[src/rtl/tlb_exc_entry.sv]
module tlb_exc_entry #(
  parameter int AW        = 32,
  parameter int ASID_W    = 8,
  parameter int VPN_LSB   = 13,
  parameter int CTX_LSB   = 4,
  parameter int CODE_W    = 5,
  parameter logic [AW-1:0] GEN_OFS = 'h180
) (
  input  logic              clk,
  input  logic              rst_n,
  input  logic              refill_i,
  input  logic              invalid_i,
  input  logic              modified_i,
  input  logic              store_i,
  input  logic [AW-1:0]     fault_va_i,
  input  logic [ASID_W-1:0] asid_i,
  input  logic              exl_i,
  input  logic [AW-1:0]     ebase_i,
  input  logic [AW-1:0]     pc_i,
  output logic [AW-1:0]     badvaddr_o,
  output logic [AW-1:0]     entryhi_o,
  output logic [AW-1:0]     context_o,
  output logic [CODE_W-1:0] exccode_o,
  output logic [AW-1:0]     epc_o,
  output logic              exl_o,
  output logic              redirect_valid_o,
  output logic [AW-1:0]     redirect_pc_o
);

  localparam int VPN_W   = AW - VPN_LSB;
  localparam int EH_GAP  = VPN_LSB - ASID_W;
  localparam int CTX_TOP = AW - CTX_LSB - VPN_W;
  localparam logic [CODE_W-1:0] CODE_MOD   = CODE_W'(1);
  localparam logic [CODE_W-1:0] CODE_LOAD  = CODE_W'(2);
  localparam logic [CODE_W-1:0] CODE_STORE = CODE_W'(3);

  logic              fault_any, pick_refill, pick_mod;
  logic [CODE_W-1:0] code_nxt;
  logic [AW-1:0]     vec_nxt;
  logic [VPN_W-1:0]  vpn2;

  assign fault_any   = refill_i | invalid_i | modified_i;
  assign pick_refill = refill_i;
  assign pick_mod    = modified_i & ~refill_i & ~invalid_i;
  assign vpn2        = fault_va_i[AW-1:VPN_LSB];
  assign code_nxt    = pick_mod ? CODE_MOD : (store_i ? CODE_STORE : CODE_LOAD);
  assign vec_nxt     = (pick_refill && !exl_i) ? ebase_i : ebase_i + GEN_OFS;

  always_ff @(posedge clk) begin
    if (!rst_n) begin
      badvaddr_o       <= '0;
      entryhi_o        <= '0;
      context_o        <= '0;
      exccode_o        <= '0;
      epc_o            <= '0;
      exl_o            <= 1'b0;
      redirect_valid_o <= 1'b0;
      redirect_pc_o    <= '0;
    end else begin
      redirect_valid_o <= fault_any;
      exl_o            <= fault_any | exl_i;
      if (fault_any) begin
        badvaddr_o    <= fault_va_i;
        entryhi_o     <= {vpn2, {EH_GAP{1'b0}}, asid_i};
        context_o     <= {{CTX_TOP{1'b0}}, vpn2, {CTX_LSB{1'b0}}};
        exccode_o     <= code_nxt;
        redirect_pc_o <= vec_nxt;
        if (!exl_i) epc_o <= pc_i;
      end
    end
  end

  a_r10_pulse: assert property (@(posedge clk) disable iff (!rst_n)
    fault_any |=> redirect_valid_o);
  a_r10_single: assert property (@(posedge clk) disable iff (!rst_n)
    redirect_valid_o |=> !redirect_valid_o);
  a_r10_exl_set: assert property (@(posedge clk) disable iff (!rst_n)
    redirect_valid_o |-> exl_o);
  a_r2_badva: assert property (@(posedge clk) disable iff (!rst_n)
    fault_any |=> badvaddr_o == $past(fault_va_i));
  a_r7_fast_vec: assert property (@(posedge clk) disable iff (!rst_n)
    (refill_i && !exl_i) |=> redirect_pc_o == $past(ebase_i));
  a_r6_mod_code: assert property (@(posedge clk) disable iff (!rst_n)
    (modified_i && !refill_i && !invalid_i) |=> exccode_o == CODE_MOD);
  a_r9_epc_keep: assert property (@(posedge clk) disable iff (!rst_n)
    (fault_any && exl_i) |=> $stable(epc_o));
  a_r12_hold: assert property (@(posedge clk) disable iff (!rst_n)
    !fault_any |=> ($stable(badvaddr_o) && $stable(entryhi_o) && $stable(context_o)
                    && $stable(exccode_o) && $stable(redirect_pc_o)));

endmodule

[config.mk]
export PLATFORM = sky130hd
export DESIGN_NAME = tlb_exc_entry
export DESIGN_NICKNAME = d
export VERILOG_FILES = /design/src/rtl/tlb_exc_entry.sv
export SDC_FILE = /design/constraint.sdc
export NUM_CORES = 1
export LEC_CHECK = 0
export ABC_AREA = 0
export BUFFER_PORTS_ARGS = -buffer_cell sky130_fd_sc_hd__buf_4
export CAP_MARGIN = 20
export CORE_AREA = 2 2 109 111
export CTS_CLUSTER_DIAMETER = 60
export DETAILED_ROUTE_END_ITERATION = 12
export DIE_AREA = 0 0 111 113
export PLACE_DENSITY = 0.76
export SLEW_MARGIN = 5
export SYNTH_ARGS = -nofsm -noshare
export SYNTH_HDL_FRONTEND = slang
export SYNTH_SLANG_ARGS = --single-unit
[constraint.sdc]
create_clock -name clk -period 4.55 [get_ports clk]
set_clock_uncertainty 0.2 [all_clocks]
set_input_delay 0.2275 -clock clk [delete_from_list [all_inputs] [get_ports clk]]
set_output_delay 0.2275 -clock clk [all_outputs]
set_load 0.05 [all_outputs]
==> impl_metrics.yaml, run 1 <==
timing:
  fmax_ghz: 0.367
  setup_viol: 0
  slew_headroom: 0.399
  rsz0062_at_grt: "false"
  fin_crit_sh: 0.599
  hold_viol_final: 0
  tightest_slew_ps: 902
  layout_min_cycle_time_ps: 2730
  fin_setup_tns_ps: 0
  slew_violations: 0
floorplanning:
  die_w_um: 111
  rows: 39
  core_region_area_sq_um: 11300
  initial_utilization: 0.412
  die-area_sq_um: 12500
  io_pins: 278
  die_h_um: 113
min_path:
  hp-start: "ebase_i[18]"
  hold-path-endpoint: "redirect_pc_o[18]"
  worstHoldPathType: "in2reg"
  hold_path_depth: 3
cts:
  cts_tree: "built"
  insertion_delay_ps: 340
  h-tree-depth: 3
  ctsHoldBuffers: 98
  cts_root_buffer: "clkbuf_16"
  clk_path_buf_depth: 2
  path_clk_slew_ps: 70
  post_cts_resized: 0
  cts.sinks: 108
  post_cts_buffers: 0
  cts_buffers: 9
layout:
  finalNetCount: 1000
  syn_to_final_growth_pct: 62.8
  drive_above_1_share: 0.318
  fin_util: 0.670
critical_path:
  critPathMaxFanout: 97
  required_ps: 4610
  cp_data_arrival_time_ps: 2780
  cp-end-kind: "flop"
  timing.rr.end: "exccode_o[1]"
  start_kind: "input port"
  r2r_setup_slack_ps: 3160
  ff2ff_path_depth: 3
  critical_path_class: "in2reg"
  timing.rr.start: "exccode_o[1]"
power:
  seqPwrFrac: 0.414
  vdd_ir_drop_max_v: 0.000198
  power.total_w: 0.00252
  pwr-share-clk: 0.289
  p_comb_frac: 0.296
  p_leak_nw: 3.47
  sw_frac_of_total: 0.349
  p_sw_w: 0.000880
  power_density_nw_per_um2: 334
  p_int_w: 0.00164
placement:
  dp_hpwl_um: 10100
  port_buffers: 256
  gp_congestion: 0.891
logic_synthesis:
  synth-edff-count: 0
  synth.ff_latch_count: 108
  syn_area_sq_um: 4640
  avgSynthCellArea_sq_um: 7.80
  yosysUniqueCellTypes: 34
  async_flop_share: 0
  yosysWarnings: 0
  yosysSeqAreaShare: 0.466
  yosys-top-cells-count: "168 x nand2_1, 108 x dfxtp_1, 86 x a21oi_1, 59 x buf_4, 31 x clkbuf_1"
  yosysTopAreaCellShare: 0.466
  synth-main-ff-cell: "dfxtp_1"
  yosysMostFrequentCell: "nand2_1"
  synthTopCellsByArea: "dfxtp_1 47%, nand2_1 14%, buf_4 9.5%"
  synthCells: 595
  yosysTopAreaCell: "dfxtp_1"
global_route:
  gr-usage-all-layers: 0.240
  grt_start_max_net_pins: 98
  grt_pass1_wl_um: 24500
  antenna_found_initial: 3
  grt_pass1_vias: 5158
  grt-ovfl-total: 0
detailed_routing:
  drtPass1Iterations: 4
  ant_nets: 0
  routed_wl_um: 15500
  drt_iter0_markers: 273
  vias_per_cell: 4.94
  wire_per_inst_um: 14.9
  drc: 0
  vias: 5137
run_status:
  status: "completed"
job:
  maxCapViolations: 0
-- metal layers --
metal  global-route usage  vias to the layer above  part of all wire
li1                     -                     2515                 -
met5                    0                        -                 0
met3               0.0530                       46             0.068
met4                0.125                        0             0.041
met1                0.256                     2339              0.37
met2                0.444                      237              0.52
-- through the flow --
step	worst slack [ps]	area [sq um]	hold WS [ps]	std cells
5_1_grt	1680	7550	18.6	1039
2_1_floorplan	2700	4710	148	615
4_1_cts	1580	7520	0.525	1034
3_5_place_dp	1700	6260	247	920
3_3_place_gp	1840	6260	239	920
6_report	1820	7550	7.99	1039
-- cells by family after synthesis --
logic type / share of synthesized area
flops: 0.466
xor+xnor: 0.0113
simple gates: 0.217
compound gates: 0.171
buf+inv: 0.131
other cells: 0.000808
fa+ha+maj: 0.00270
-- worst max-delay path: stages --
cell           delay [ps]
dlygate4sd3_1         550
buf_4                 160
or3_2                 410
buf_4                 400
nand2b_1              510
buf_6                 260
nand2_1                80
a21oi_1               140
-- registers in the layout, summed over array words and instances, names as in the netlist --
| register | count |
|---|---|
| exl_o | 1 |
| epc_o | 32 |
| exccode_o | 2 |
| redirect_pc_o | 32 |
| entryhi_o | 8 |
| badvaddr_o | 32 |
| redirect_valid_o | 1 |
-- layout by cell type (no fill, tap or decap), types with 9 or more instances in the layout --
cell | synthesis | routed
nor2_1 | 11 | 10
o31ai_1 | 11 | 11
o21ai_0 | 28 | 28
or4_1 | 12 | 12
a31oi_1 | 16 | 16
dlygate4sd3_1 | 0 | 98
dfxtp_1 | 108 | 108
clkbuf_16 | 0 | 9
a21oi_1 | 86 | 86
nand2_1 | 168 | 168
buf_4 | 59 | 259
conb_1 | 1 | 21
nand3_1 | 9 | 9
-- how the worst max path moves through the flow --
stage | start | to | cells after the start
final | invalid_i | epc_o[14] | 8
after global routing | invalid_i | epc_o[14] | 8
after CTS | invalid_i | epc_o[24] | 7
after detailed placement | refill_i | epc_o[19] | 6
after global placement | refill_i | epc_o[0] | 6
after floorplan | ebase_i[13] | redirect_pc_o[28] | 5
-- cell type report --
type	count	area (sq um)
Antenna cell	3	7.51
Clock buffer	10	229
Clock inverter	6	48.8
Fill cell	872	3720
Inverter	6	22.5
Multi-Input combinational cell	404	1950
Sequential cell	108	2160
Tap cell	143	179
Timing Repair Buffer	359	2950
-- power by group through the flow --
stage	logic, W	clock network [W]	registers (W)
floorplan	0.000264	0	0.00127
global placement	0.000663	0	0.00106
detailed placement	0.000671	0	0.00107
CTS	0.000741	0.000748	0.00104
global route	0.000785	0.000796	0.00105
finish	0.000748	0.000731	0.00105
Note: power is estimated with default switching activity, not from simulation.
==> inputs of run 2 (changes only) <==
--- a/config.mk
+++ b/config.mk
@@ -8,11 +8,11 @@
 export ABC_AREA = 0
 export BUFFER_PORTS_ARGS = -buffer_cell sky130_fd_sc_hd__buf_4
 export CAP_MARGIN = 20
-export CORE_AREA = 2 2 109 111
+export CORE_MARGIN = 2
+export CORE_UTILIZATION = 43
 export CTS_CLUSTER_DIAMETER = 60
 export DETAILED_ROUTE_END_ITERATION = 12
-export DIE_AREA = 0 0 111 113
-export PLACE_DENSITY = 0.76
+export PLACE_DENSITY = 0.8
 export SLEW_MARGIN = 5
 export SYNTH_ARGS = -nofsm -noshare
 export SYNTH_HDL_FRONTEND = slang
==> constraint.sdc (replaced) <==
create_clock -name clk -period 2.6 [get_ports clk]
set_clock_uncertainty 0.2 [all_clocks]
set_input_delay 0.13 -clock clk [delete_from_list [all_inputs] [get_ports clk]]
set_output_delay 0.13 -clock clk [all_outputs]
set_load 0.05 [all_outputs]
==> run 2 against run 1 <==
Cell count rose by 2.4%. Sequential share of layout area is 1.0 points lower. Die area shrank 7.2%. Core utilization is 8.2 points higher. Combinational power rose by 83%. Cell area increased by 3.8%. First-iteration DRC count increased by 14%. Critical path depth unchanged. Routed wire length up 11%. Critical endpoint is now redirect_pc_o[20].
==> impl_metrics.yaml, run 2 (same netlist as run 1, synthesis figures left out) <==
power:
  pwr-share-clk: 0.268
  sw_frac_of_total: 0.347
  p_leak_nw: 3.57
  p_int_w: 0.00285
  vdd_ir_drop_max_v: 0.000349
  power_density_nw_per_um2: 557
  power.total_w: 0.00437
  p_sw_w: 0.00152
  seqPwrFrac: 0.419
  p_comb_frac: 0.313
min_path:
  hp-start: "ebase_i[15]"
  hold_path_depth: 4
  worstHoldPathType: "in2reg"
  hold-path-endpoint: "redirect_pc_o[16]"
floorplanning:
  die_w_um: 108
  rows: 37
  io_pins: 278
  die-area_sq_um: 11600
  core_region_area_sq_um: 10400
  initial_utilization: 0.445
  die_h_um: 108
job:
  maxCapViolations: 0
cts:
  path_clk_slew_ps: 110
  cts.sinks: 108
  h-tree-depth: 3
  cts_buffers: 9
  cts_tree: "built"
  cts_root_buffer: "clkbuf_8"
  clk_path_buf_depth: 2
  insertion_delay_ps: 360
placement:
  gp_congestion: 0.847
  dp_cells: 915
  dp_slack_ps: 494
  dp_hpwl_um: 10200
  place_area_sq_um: 6290
  port_buffers: 256
critical_path:
  cp-end-kind: "flop"
  start_kind: "input port"
  critical_path_class: "in2reg"
  timing.rr.start: "exccode_o[0]"
  r2r_setup_slack_ps: 1090
  critPathMaxFanout: 6
  required_ps: 2720
  timing.rr.end: "exccode_o[0]"
  cp_data_arrival_time_ps: 2610
  ff2ff_path_depth: 3
timing:
  tightest_slew_ps: 637
  setup_viol: 0
  fmax_ghz: 0.401
  hold_viol_final: 0
  fin_setup_tns_ps: 0
  slew_headroom: 0.575
  slew_violations: 0
  fin_crit_sh: 0.960
  layout_min_cycle_time_ps: 2490
  setup_slack_ps: 105
  rsz0062_at_grt: "false"
run_status:
  status: "completed"
detailed_routing:
  drt_iter0_markers: 312
  routed_wl_um: 17100
  drtPass1Iterations: 8
  wire_per_inst_um: 16.1
  vias: 5503
  vias_per_cell: 5.17
  drc: 0
  ant_nets: 0
layout:
  multi_input_area_sq_um: 1960
  most-common-layout-cells: "260 x buf_4, 168 x nand2_1, 128 x dlygate4sd3_1, 108 x dfxtp_1, 86 x a21oi_1"
  drive_above_1_share: 0.314
  finalNonFillerCells: 1064
  fill_cells: 722
  syn_to_final_growth_pct: 68.9
  finalNetCount: 1032
  design_area_sq_um: 7840
  final_common_cell: "buf_4"
  top_regs: "badvaddr_o x32, epc_o x32, redirect_pc_o x32"
  regArea_sq_um: 2160
global_route:
  grt-ovfl-total: 0
  grt_pass1_wl_um: 25700
  antenna_found_initial: 1
  grt_start_max_net_pins: 97
  grt_pass1_vias: 5214
  gr-usage-all-layers: 0.281
[run 2: cell types whose count changed in the layout (fill, tap and decap cells not counted), moves of 2 or more]
| cell | before | now |
|---|---|---|
| bufinv_16 | 0 | 2 |
| clkbuf_16 | 9 | 0 |
| clkbuf_8 | 0 | 11 |
| clkinv_4 | 4 | 0 |
| dlygate4sd3_1 | 98 | 128 |
[run 2: cell type report]
cell class | count | share of cell area
repair buffers | 391 | 0.418
clock inverters | 5 | 0.0104
inverters | 6 | 0.00287
well taps | 136 | 0.0217
flip-flops and latches | 108 | 0.276
multi-input cells | 404 | 0.250
diodes | 3 | 0.000958
clock buffers | 11 | 0.0193
[run 2: worst max-delay path by stage]
stage          slack (ps)  depth (start not counted)                 to        start
2_1_floorplan         850                          5  redirect_pc_o[28]  ebase_i[13]
3_3_place_gp          600                          7  redirect_pc_o[29]   ebase_i[7]
3_5_place_dp          490                          7  redirect_pc_o[29]   ebase_i[7]
4_1_cts                20                          7  redirect_pc_o[20]        exl_i
5_1_grt                20                          8  redirect_pc_o[20]  ebase_i[10]
6_report              110                          8  redirect_pc_o[20]  ebase_i[10]
[run 2: metal layers]
layer / wire length, um / GRT usage
met5: 0 / 0
met4: 732 / 0.164
met1: 5890 / 0.294
met3: 1340 / 0.0660
met2: 9150 / 0.509
[run 2: power by group through the flow]
| stage | registers [W] | clock network, W | logic, W |
|---|---|---|---|
| CTS | 0.00183 | 0.00119 | 0.00134 |
| floorplan | 0.00222 | 0 | 0.000463 |
| global route | 0.00184 | 0.00127 | 0.00143 |
| detailed placement | 0.00186 | 0 | 0.00118 |
| global placement | 0.00186 | 0 | 0.00117 |
| finish | 0.00183 | 0.00117 | 0.00137 |
[run 2: what timing repair did]
action	4_1_cts	5_1_grt
setup endpoints to repair	0	6
setup buffers	0	2
resized for setup	0	4
hold buffers	128	0
endpoints found under the hold margin	106	0
[run 2: worst max-delay path, cell delays in order]
cell	delay (ps)
dlygate4sd3_1	530
buf_4	130
and3_1	290
nand4_1	120
buf_4	180
or4_1	430
a31oi_1	230
dlygate4sd3_1	570
[run 2: metrics by stage]
step / util / hold slack [ps]
detailed placement: 0.603 / 186
global route: 0.752 / 20.9
finish: 0.752 / 31.9
global placement: 0.602 / 177
CTS: 0.749 / 6.98
floorplan: - / 50.7
==> inputs of run 3 (changes only) <==
--- a/config.mk
+++ b/config.mk
@@ -8,11 +8,13 @@
 export ABC_AREA = 0
 export BUFFER_PORTS_ARGS = -buffer_cell sky130_fd_sc_hd__buf_4
 export CAP_MARGIN = 20
+export CELL_PAD_IN_SITES_DETAIL_PLACEMENT = 0
+export CELL_PAD_IN_SITES_GLOBAL_PLACEMENT = 1
 export CORE_MARGIN = 2
-export CORE_UTILIZATION = 43
+export CORE_UTILIZATION = 29
 export CTS_CLUSTER_DIAMETER = 60
 export DETAILED_ROUTE_END_ITERATION = 12
-export PLACE_DENSITY = 0.8
+export PLACE_DENSITY_LB_ADDON = 0.1
 export SLEW_MARGIN = 5
 export SYNTH_ARGS = -nofsm -noshare
 export SYNTH_HDL_FRONTEND = slang
==> run 3 against run 2 <==
Non-clock buffer count unchanged. Critical path depth down 1. Critical endpoint is now redirect_pc_o[23]. Critical path type unchanged. Cell count up 7.2%. Sequential share of layout area down 0.60 points. Combinational power about the same.
==> impl_metrics.yaml, run 3 (same netlist as run 1, synthesis figures left out) <==
power:
  p_sw_w: 0.00155
  power.total_w: 0.00470
  power_density_nw_per_um2: 587
  sw_frac_of_total: 0.330
  seqPwrFrac: 0.388
  p_leak_nw: 3.64
  pwr-share-clk: 0.325
  p_int_w: 0.00315
  vdd_ir_drop_max_v: 0.000381
  p_comb_frac: 0.287
global_route:
  grt-ovfl-total: 0
  gr-usage-all-layers: 0.175
  grt_pass1_vias: 4763
  grt_pass1_wl_um: 23500
  grt_start_max_net_pins: 67
  antenna_found_initial: 0
timing:
  fin_setup_tns_ps: 0
  timing.hold.ws_ps: 21.3
  slew_headroom: 0.530
  setup_viol: 0
  hold_viol_final: 0
  tightest_slew_ps: 705
  layout_min_cycle_time_ps: 2430
  slew_violations: 0
  fmax_ghz: 0.411
  fin_crit_sh: 0.936
layout:
  fin_util: 0.508
  top_regs: "badvaddr_o x32, epc_o x32, redirect_pc_o x32"
  final_common_cell: "buf_4"
  antenna_cells: 0
  finalNetCount: 1032
  drive_above_1_share: 0.312
  finalNonFillerCells: 1141
  most-common-layout-cells: "264 x buf_4, 168 x nand2_1, 126 x dlygate4sd3_1, 108 x dfxtp_1, 86 x a21oi_1"
  syn_to_final_growth_pct: 72.7
floorplanning:
  die_w_um: 130
  core_region_area_sq_um: 15800
  die_h_um: 130
  rows: 46
  die-area_sq_um: 17000
  io_pins: 278
  initial_utilization: 0.294
min_path:
  worstHoldPathType: "in2reg"
detailed_routing:
  vias_per_cell: 4.53
  drt_iter0_markers: 193
  ant_nets: 0
  vias: 5172
  drc: 0
  wire_per_inst_um: 14.1
  drtPass1Iterations: 4
  routed_wl_um: 16000
placement:
  gp_congestion: 0.798
  dp_cells: 996
  dp_hpwl_um: 10800
  port_buffers: 256
cts:
  insertion_delay_ps: 340
  cts_root_buffer: "clkbuf_16"
  clk_path_buf_depth: 2
  h-tree-depth: 3
  cts_buffers: 9
  cts.sinks: 108
  path_clk_slew_ps: 70
  cts_tree: "built"
critical_path:
  critPathMaxFanout: 11
  required_ps: 2700
  critical_path_class: "in2reg"
  cp_data_arrival_time_ps: 2530
  cp-end-kind: "flop"
  start_kind: "input port"
run_status:
  status: "completed"
job:
  maxCapViolations: 0
[run 3: path summary, 6_finish.rpt]
check / cells after the start / end / slack [ps] / from
worst max-delay path: 7 / redirect_pc_o[23] / 170 / ebase_i[14]
worst min-delay path: 4 / epc_o[13] / 20 / exl_i
worst max register to register: 3 / redirect_pc_o[14] / 1060 / redirect_pc_o[14]
worst min register to register: 2 / badvaddr_o[2] / 250 / badvaddr_o[2]
[run 3: worst max-delay path: stages]
cell and delay, ps:
dlygate4sd3_1 530, buf_4 130, and4_2 260, nand2_1 210, or4_1 530, a31oi_1 180
dlygate4sd3_1 560
[run 3: layer usage]
layer  global-route usage  vias up  wire (um)
li1                     -     2579          -
met1                0.212     2376       6910
met2                0.301      194       7760
met3               0.0395       23       1100
met4               0.0738        0        276
met5                    0        -          0
[run 3: metrics by stage]
stage / worst slack (ps) / instance area (sq um)
after floorplan: 848 / 4710
after global placement: 570 / 6390
after detailed placement: 505 / 6390
after CTS: 91.1 / 7990
after global routing: -0.509 / 8010
final: 168 / 8010
[run 3: what timing repair did]
| action | 4_1_cts | 5_1_grt |
|---|---|---|
| hold buffers | 126 | 0 |
| resized for setup | 0 | 1 |
| hold endpoints to repair | 105 | 0 |
| endpoints found under the setup margin | 0 | 2 |
| setup buffers | 0 | 3 |
[run 3: final cells by class]
cell class | instances | area (sq um)
Inverter | 6 | 22.5
Multi-Input combinational cell | 404 | 1960
Tap cell | 216 | 270
Fill cell | 1552 | 7760
Timing Repair Buffer | 391 | 3260
Sequential cell | 108 | 2160
Clock inverter | 5 | 81.3
Clock buffer | 11 | 253
[run 3: power by group through the flow]
stage	sequential, W	combinational [W]	clock [W]
after floorplan	0.00222	0.000463	0
after global placement	0.00186	0.00118	0
after detailed placement	0.00186	0.00119	0
after CTS	0.00183	0.00135	0.00158
after global routing	0.00184	0.00142	0.00164
final	0.00183	0.00135	0.00153
